==> src/rtl/i2c_sf_pkg.sv <==
package i2c_sf_pkg;

    typedef enum logic [1:0] {
        FLG_CLEAR = 2'd0,
        FLG_PEND  = 2'd1,
        FLG_ARMED = 2'd2
    } flg_state_e;

    typedef enum logic {
        BUS_IDLE   = 1'b0,
        BUS_ACTIVE = 1'b1
    } bus_state_e;

    typedef enum logic {
        ROLE_SLAVE  = 1'b0,
        ROLE_MASTER = 1'b1
    } role_state_e;

    typedef enum logic {
        IRQ_QUIET  = 1'b0,
        IRQ_RAISED = 1'b1
    } irq_state_e;

    typedef enum logic {
        ACC_WRITE = 1'b0,
        ACC_READ  = 1'b1
    } acc_kind_e;

    localparam int unsigned IRQ_SRC_N = 3;

endpackage

==> src/rtl/i2c_sf_flag_fsm.sv <==
module i2c_sf_flag_fsm
    import i2c_sf_pkg::*;
#(
    parameter bit TWO_STEP = 1'b1
) (
    input  logic      clk,
    input  logic      rst_n,
    input  logic      en_i,
    input  logic      set_i,
    input  acc_kind_e set_kind_i,
    input  logic      sr_rd_i,
    input  logic      dr_rd_i,
    input  logic      dr_wr_i,
    output logic      flag_o
);

    flg_state_e state_q, state_d;
    acc_kind_e  kind_q, kind_d;
    logic       dr_any;
    logic       match_acc;
    logic       pend_release;
    logic       pend_arm;

    assign dr_any    = dr_rd_i | dr_wr_i;
    assign match_acc = (kind_q == ACC_READ) ? dr_rd_i : dr_wr_i;

    generate
        if (TWO_STEP) begin : g_two_step
            assign pend_release = 1'b0;
            assign pend_arm     = sr_rd_i & ~dr_any;
        end else begin : g_one_step
            assign pend_release = sr_rd_i;
            assign pend_arm     = 1'b0;
        end
    endgenerate

    // state register
    always_ff @(posedge clk or negedge rst_n) begin
        if (!rst_n) begin
            state_q <= FLG_CLEAR;
            kind_q  <= ACC_WRITE;
        end else begin
            state_q <= state_d;
            kind_q  <= kind_d;
        end
    end

    // next state
    always_comb begin
        state_d = state_q;
        kind_d  = kind_q;
        if (!en_i) begin
            state_d = FLG_CLEAR;                 // drop
        end else if (set_i) begin
            state_d = FLG_PEND;                  // raise
            kind_d  = set_kind_i;
        end else begin
            unique case (state_q)
                FLG_CLEAR: state_d = FLG_CLEAR;
                FLG_PEND: begin
                    if (pend_release)  state_d = FLG_CLEAR;   // one-step release
                    else if (pend_arm) state_d = FLG_ARMED;   // arm
                end
                FLG_ARMED: begin
                    if (match_acc)   state_d = FLG_CLEAR;     // release
                    else if (dr_any) state_d = FLG_PEND;      // disarm
                end
                default: state_d = FLG_CLEAR;
            endcase
        end
    end

    // outputs
    always_comb begin
        flag_o = (state_q != FLG_CLEAR);
    end

    assert_drop_when_off_R8: assert property (@(posedge clk) disable iff (!rst_n)
        !en_i |=> !flag_o);

    assert_set_wins_R9: assert property (@(posedge clk) disable iff (!rst_n)
        (en_i && set_i) |=> flag_o);

    generate
        if (TWO_STEP) begin : g_chk_two
            assert_no_early_clear_R4: assert property (@(posedge clk) disable iff (!rst_n)
                (en_i && !set_i && state_q == FLG_PEND) |=> flag_o);
        end else begin : g_chk_one
            assert_read_releases_R5: assert property (@(posedge clk) disable iff (!rst_n)
                (en_i && !set_i && flag_o && sr_rd_i) |=> !flag_o);
        end
    endgenerate

endmodule

==> src/rtl/i2c_sf_bus_fsm.sv <==
module i2c_sf_bus_fsm
    import i2c_sf_pkg::*;
(
    input  logic clk,
    input  logic rst_n,
    input  logic en_i,
    input  logic start_seen_i,
    input  logic stop_seen_i,
    input  logic arb_lost_i,
    input  logic start_wr_i,
    output logic busy_o,
    output logic master_o
);

    bus_state_e  bus_q, bus_d;
    role_state_e role_q, role_d;

    // state register
    always_ff @(posedge clk or negedge rst_n) begin
        if (!rst_n) begin
            bus_q  <= BUS_IDLE;
            role_q <= ROLE_SLAVE;
        end else begin
            bus_q  <= bus_d;
            role_q <= role_d;
        end
    end

    // next state
    always_comb begin
        bus_d = bus_q;
        unique case (bus_q)
            BUS_IDLE:   if (start_seen_i) bus_d = BUS_ACTIVE;                      // open
            BUS_ACTIVE: if (stop_seen_i && !start_seen_i) bus_d = BUS_IDLE;        // close
            default:    bus_d = BUS_IDLE;
        endcase

        role_d = role_q;
        if (!en_i || stop_seen_i || arb_lost_i) begin
            role_d = ROLE_SLAVE;                                                   // yield
        end else begin
            unique case (role_q)
                ROLE_SLAVE:  if (start_wr_i) role_d = ROLE_MASTER;                 // claim
                ROLE_MASTER: role_d = ROLE_MASTER;
                default:     role_d = ROLE_SLAVE;
            endcase
        end
    end

    // outputs
    always_comb begin
        busy_o   = (bus_q == BUS_ACTIVE);
        master_o = (role_q == ROLE_MASTER);
    end

    assert_busy_opens_R1: assert property (@(posedge clk) disable iff (!rst_n)
        start_seen_i |=> busy_o);

    assert_busy_closes_R1: assert property (@(posedge clk) disable iff (!rst_n)
        (stop_seen_i && !start_seen_i) |=> !busy_o);

    assert_role_yields_R7: assert property (@(posedge clk) disable iff (!rst_n)
        (stop_seen_i || arb_lost_i) |=> !master_o);

    assert_role_claims_R7: assert property (@(posedge clk) disable iff (!rst_n)
        (en_i && start_wr_i && !stop_seen_i && !arb_lost_i) |=> master_o);

endmodule

==> src/rtl/i2c_sf_irq.sv <==
module i2c_sf_irq
    import i2c_sf_pkg::*;
#(
    parameter int unsigned SRC_N = IRQ_SRC_N
) (
    input  logic             clk,
    input  logic             rst_n,
    input  logic             en_i,
    input  logic             ie_i,
    input  logic [SRC_N-1:0] pend_i,
    output logic             irq_o
);

    irq_state_e state_q, state_d;

    always_ff @(posedge clk or negedge rst_n) begin
        if (!rst_n) state_q <= IRQ_QUIET;
        else        state_q <= state_d;
    end

    always_comb begin
        state_d = (en_i && ie_i && (|pend_i)) ? IRQ_RAISED : IRQ_QUIET;
    end

    always_comb begin
        irq_o = (state_q == IRQ_RAISED);
    end

    assert_irq_masked_R11: assert property (@(posedge clk) disable iff (!rst_n)
        !ie_i |=> !irq_o);

    assert_irq_idle_R11: assert property (@(posedge clk) disable iff (!rst_n)
        (pend_i == '0) |=> !irq_o);

endmodule

==> src/rtl/i2c_stat_stretch.sv <==
module i2c_stat_stretch
    import i2c_sf_pkg::*;
(
    input  logic clk,
    input  logic rst_n,
    input  logic if_en,
    input  logic irq_en,
    input  logic ack_en,
    input  logic bus_start_seen,
    input  logic bus_stop_seen,
    input  logic start_made,
    input  logic tx_ack_clk,
    input  logic addr_acked,
    input  logic rx_ack_clk,
    input  logic addr_hit,
    input  logic gen_call_hit,
    input  logic arb_lost,
    input  logic sr_rd,
    input  logic dr_rd,
    input  logic dr_wr,
    input  logic start_wr,
    output logic st_busy,
    output logic st_byte_done,
    output logic st_addr_sel,
    output logic st_master,
    output logic st_start_sent,
    output logic irq,
    output logic scl_hold_low
);

    logic                 rx_set;
    logic                 tx_set;
    logic                 btf_set;
    acc_kind_e            btf_kind;
    logic [IRQ_SRC_N-1:0] pend_vec;

    assign rx_set   = rx_ack_clk & ack_en;
    assign tx_set   = tx_ack_clk | addr_acked;
    assign btf_set  = rx_set | tx_set;
    assign btf_kind = (rx_set && !tx_set) ? ACC_READ : ACC_WRITE;

    i2c_sf_bus_fsm u_bus (
        .clk          (clk),
        .rst_n        (rst_n),
        .en_i         (if_en),
        .start_seen_i (bus_start_seen),
        .stop_seen_i  (bus_stop_seen),
        .arb_lost_i   (arb_lost),
        .start_wr_i   (start_wr),
        .busy_o       (st_busy),
        .master_o     (st_master)
    );

    i2c_sf_flag_fsm #(.TWO_STEP(1'b1)) u_btf (
        .clk        (clk),
        .rst_n      (rst_n),
        .en_i       (if_en),
        .set_i      (btf_set),
        .set_kind_i (btf_kind),
        .sr_rd_i    (sr_rd),
        .dr_rd_i    (dr_rd),
        .dr_wr_i    (dr_wr),
        .flag_o     (st_byte_done)
    );

    i2c_sf_flag_fsm #(.TWO_STEP(1'b1)) u_sb (
        .clk        (clk),
        .rst_n      (rst_n),
        .en_i       (if_en),
        .set_i      (start_made),
        .set_kind_i (ACC_WRITE),
        .sr_rd_i    (sr_rd),
        .dr_rd_i    (dr_rd),
        .dr_wr_i    (dr_wr),
        .flag_o     (st_start_sent)
    );

    i2c_sf_flag_fsm #(.TWO_STEP(1'b0)) u_adsl (
        .clk        (clk),
        .rst_n      (rst_n),
        .en_i       (if_en),
        .set_i      (addr_hit | gen_call_hit),
        .set_kind_i (ACC_WRITE),
        .sr_rd_i    (sr_rd),
        .dr_rd_i    (dr_rd),
        .dr_wr_i    (dr_wr),
        .flag_o     (st_addr_sel)
    );

    assign pend_vec = {st_start_sent, st_addr_sel, st_byte_done};

    i2c_sf_irq #(.SRC_N(IRQ_SRC_N)) u_irq (
        .clk    (clk),
        .rst_n  (rst_n),
        .en_i   (if_en),
        .ie_i   (irq_en),
        .pend_i (pend_vec),
        .irq_o  (irq)
    );

    always_comb begin
        scl_hold_low = st_byte_done | st_addr_sel;
    end

    assert_hold_on_btf_R10: assert property (@(posedge clk) disable iff (!rst_n)
        st_byte_done |-> scl_hold_low);

    assert_hold_on_adsl_R10: assert property (@(posedge clk) disable iff (!rst_n)
        st_addr_sel |-> scl_hold_low);

    assert_hold_released_R10: assert property (@(posedge clk) disable iff (!rst_n)
        (!st_byte_done && !st_addr_sel) |-> !scl_hold_low);

    assert_irq_has_cause_R11: assert property (@(posedge clk) disable iff (!rst_n)
        irq |-> $past(st_byte_done || st_addr_sel || st_start_sent));

    assert_rx_nack_no_set_R3: assert property (@(posedge clk) disable iff (!rst_n)
        (!st_byte_done && rx_ack_clk && !ack_en && !tx_ack_clk && !addr_acked) |=> !st_byte_done);

endmodule

==> config.mk <==
export PLATFORM = sky130hd
export DESIGN_NAME = i2c_stat_stretch
export DESIGN_NICKNAME = d
export VERILOG_FILES = /design/src/rtl/i2c_sf_pkg.sv /design/src/rtl/i2c_sf_flag_fsm.sv /design/src/rtl/i2c_sf_bus_fsm.sv /design/src/rtl/i2c_sf_irq.sv /design/src/rtl/i2c_stat_stretch.sv
export SDC_FILE = /design/constraint.sdc
export NUM_CORES = 1
export LEC_CHECK = 0
export ABC_AREA = 1
export ABC_CLOCK_PERIOD_IN_PS = 800
export BUFFER_PORTS_ARGS = -buffer_cell sky130_fd_sc_hd__buf_2
export CAP_MARGIN = 20
export CORE_UTILIZATION = 30
export CTS_BUF_LIST = sky130_fd_sc_hd__clkbuf_16
export DETAILED_ROUTE_END_ITERATION = 8
export PLACE_DENSITY = 0.62
export REMOVE_ABC_BUFFERS = 1
export SLEW_MARGIN = 5
export SYNTH_ARGS = -nofsm -noshare
export SYNTH_HDL_FRONTEND = slang
export SYNTH_HIERARCHICAL = 1
export SYNTH_SLANG_ARGS = --single-unit
export TNS_END_PERCENT = 1
==> constraint.sdc <==
create_clock -name clk -period 0.8 [get_ports clk]
set_input_delay 0 -clock clk [delete_from_list [all_inputs] [get_ports clk]]
set_output_delay 0 -clock clk [all_outputs]
set_load 0.01 [all_outputs]
==> impl_metrics.py <==
metrics = {
    "status": {
        "status": "complete, but fails checks",
        "violations": "negative setup slack",
    },
    "power": {
        "swShare_pct": 22.7,
        "power.internal_mw": 1.34,
        "seqPwrFrac_pct": 32.4,
        "power.share.combinational_pct": 18.0,
        "p_clk_share_pct": 49.6,
        "p_sw_uw": 392,
        "p_leak_nw": 0.561,
        "finalPower_mw": 1.73,
        "p_per_area_nw_per_um2": 1720,
        "ir_drop_mv": 0.733,
    },
    "worst_setup_path": {
        "path_max_fanout": 2,
        "crit_required_ns": 0.80,
        "reg2reg_from": "u_btf/state_q[0]",
        "path_class": "reg2out",
        "rr_worst_depth": 6,
        "reg2reg_setup_slack_ns": -0.18,
        "rr_endpoint": "u_btf/state_q[0]",
        "cp-end-kind": "output port",
        "cp-start-kind": "flip-flop",
        "arrival_ns": 1.06,
    },
    "global_routing": {
        "grt_pass1_vias": 608,
        "grt_pass1_wl_um": 2430,
        "grt_max_degree": 11,
        "antenna_found_initial": 0,
        "globalRouteOverflowTotal": 0,
        "grtUsageTotal_pct": 13.7,
    },
    "detailed_routing": {
        "dr.pass1.iters": 4,
        "wl_per_cell_um": 8.53,
        "route.detailed.drc": 0,
        "postRouteAntennaNets": 0,
        "drt_iter0_markers": 12,
        "via_per_inst": 4.13,
        "via_count": 681,
        "wirelength_um": 1410,
    },
    "yosys": {
        "yosysWarnings": 6,
        "yosysUniqueCellTypes": 17,
        "syn_inst": 98,
        "synth_area_um2": 644,
        "avgSynthCellArea_um2": 6.58,
        "ys_seq_elements": 10,
        "ys_seq_area_share_pct": 38.8,
    },
    "finish": {
        "final_cell_mix": "buf_2, nand2_1, nor2_1",
        "final_common_cell": "buf_2",
        "diodes": 0,
        "multi_input_area_um2": 317,
        "final_area_um2": 1000,
        "finalNonFillerCells": 165,
        "nNetsFinal": 158,
        "area_delta_synth_final_pct": 55.5,
        "final_layout_size_suffix_gt1_share_pct": 39.1,
        "regArea_um2": 250,
        "final_core_util_pct": 50.6,
        "n_fill_cell": 201,
    },
    "place": {
        "place_area_um2": 821,
        "dp_hpwl_um": 1020,
        "dp_slack_ns": -0.103,
        "place_congestion": 0.775,
        "dp.cells": 152,
        "io_buffers": 24,
    },
    "clock_tree": {
        "clkLatencyLatePin_ns": 0.23,
        "numClockSinks": 10,
        "cts_root_buf": "clkbuf_16",
        "cts-buffers-inserted": 3,
        "cts_tree": "built",
        "h-tree-depth": 1,
        "clk_pin_slew_ns": 0.04,
        "clock_path_buffers": 2,
    },
    "sta": {
        "rsz0062_at_grt": "true",
        "period_share_pct": 133,
        "fin_ws_ns": -0.265,
        "hold_violations": 0,
        "setup_viol": 8,
        "max_freq_mhz": 939,
        "skew_ns": 0.00389,
        "holdWs_ns": 0.00863,
        "drv_slew": 0,
        "finalCriticalPeriod_ns": 1.06,
        "fin_setup_tns_ns": -1.01,
    },
    "floorplan": {
        "fp.dieH_um": 48.3,
        "die_w_um": 48.3,
        "start_util_pct": 32.5,
        "core_um2": 1980,
        "rows": 16,
        "io_pins": 25,
        "die_area_um2": 2340,
    },
    "flow_run": {
        "drv_cap": 0,
    },
    "worst_hold_path": {
        "hold_class": "in2reg",
        "min_from": "start_wr",
        "hold_end": "u_bus/master_o",
        "whs_path_depth": 3,
    },
}
[worst max-delay path: stages (launching register included)]
cell and delay, ns:
dfrtp_1 0.38, inv_2 0.07, nand2_2 0.05, or2_1 0.19, buf_2 0.14
[power groups by stage]
stage          Combinational (mW)  Clock [mW]  Sequential [mW]
6_report                    0.311       0.858            0.560
3_5_place_dp                0.256           0            0.565
2_1_floorplan               0.131           0            0.569
4_1_cts                     0.309       0.876            0.559
3_3_place_gp                0.251           0            0.564
5_1_grt                     0.350       0.919            0.562
[cell families after synthesis]
group	count (synthesis)	synth area share, %
and+or+nand+nor	53	37.7
buffers and inverters	24	14.0
AOI/OAI and AO/OA	10	8.93
DFF	10	38.8
other	1	0.582
[metal layers]
layer / part of all wire [%] / GRT usage [%] / vias up
met4: 1.1 / 7.35 / 0
li1: - / - / 367
met2: 47 / 23.7 / 23
met5: 0 / 0 / -
met1: 47 / 15.3 / 289
met3: 5.1 / 3.77 / 2
[Yosys cell counts]
master     n  area, um2
o21ai_1    4       20.0
nand2_1   23       86.3
conb_1     1       3.75
a21oi_1    1       5.00
or2_1      2       12.5
nor2_4     2       22.5
nand2_2    2       12.5
inv_1     18       67.6
nor2_1    18       67.6
dfrtp_1   10        250
clkinv_1   2       7.51
inv_2      4       15.0
nand3_1    3       15.0
o21bai_1   3       22.5
nor2_2     1       6.26
o21ai_0    2       10.0
nand3_2    2       20.0
[state kept, by name (all words and copies together) (netlist names)]
signal,count
u_btf/kind_q,1
u_bus/master_o,1
u_adsl/state_q,1
u_sb/kind_q,1
u_bus/busy_o,1
u_sb/state_q,2
u_irq/irq_o,1
u_btf/state_q,2
[timing repair]
action	CTS	global route
hold buffers	5	0
hold endpoints to repair	13	0
gates resized for setup	7	3
pin swaps	4	1
setup buffers	5	0
endpoints found under the setup margin	8	9
[worst max path at each step]
stage	from	end	slack (ns)	depth (start not counted)
after floorplan	u_btf/state_q[0]	u_irq/irq_o	-0.03	4
after global placement	u_btf/state_q[0]	u_btf/state_q[0]	-0.06	5
after detailed placement	u_btf/state_q[0]	u_btf/state_q[0]	-0.10	5
after CTS	u_btf/state_q[1]	scl_hold_low	-0.26	4
after global routing	u_btf/state_q[1]	scl_hold_low	-0.31	4
final	u_btf/state_q[0]	scl_hold_low	-0.26	4
[final cells by class]
cell class / count / area share [%]
Sequential cell: 10 / 25.0
Tap cell: 27 / 3.37
Clock buffer: 3 / 7.49
Inverter: 24 / 8.99
Multi-Input combinational cell: 64 / 31.6
Timing Repair Buffer: 37 / 23.6
No activity file was read; power rests on OpenSTA's default activity.
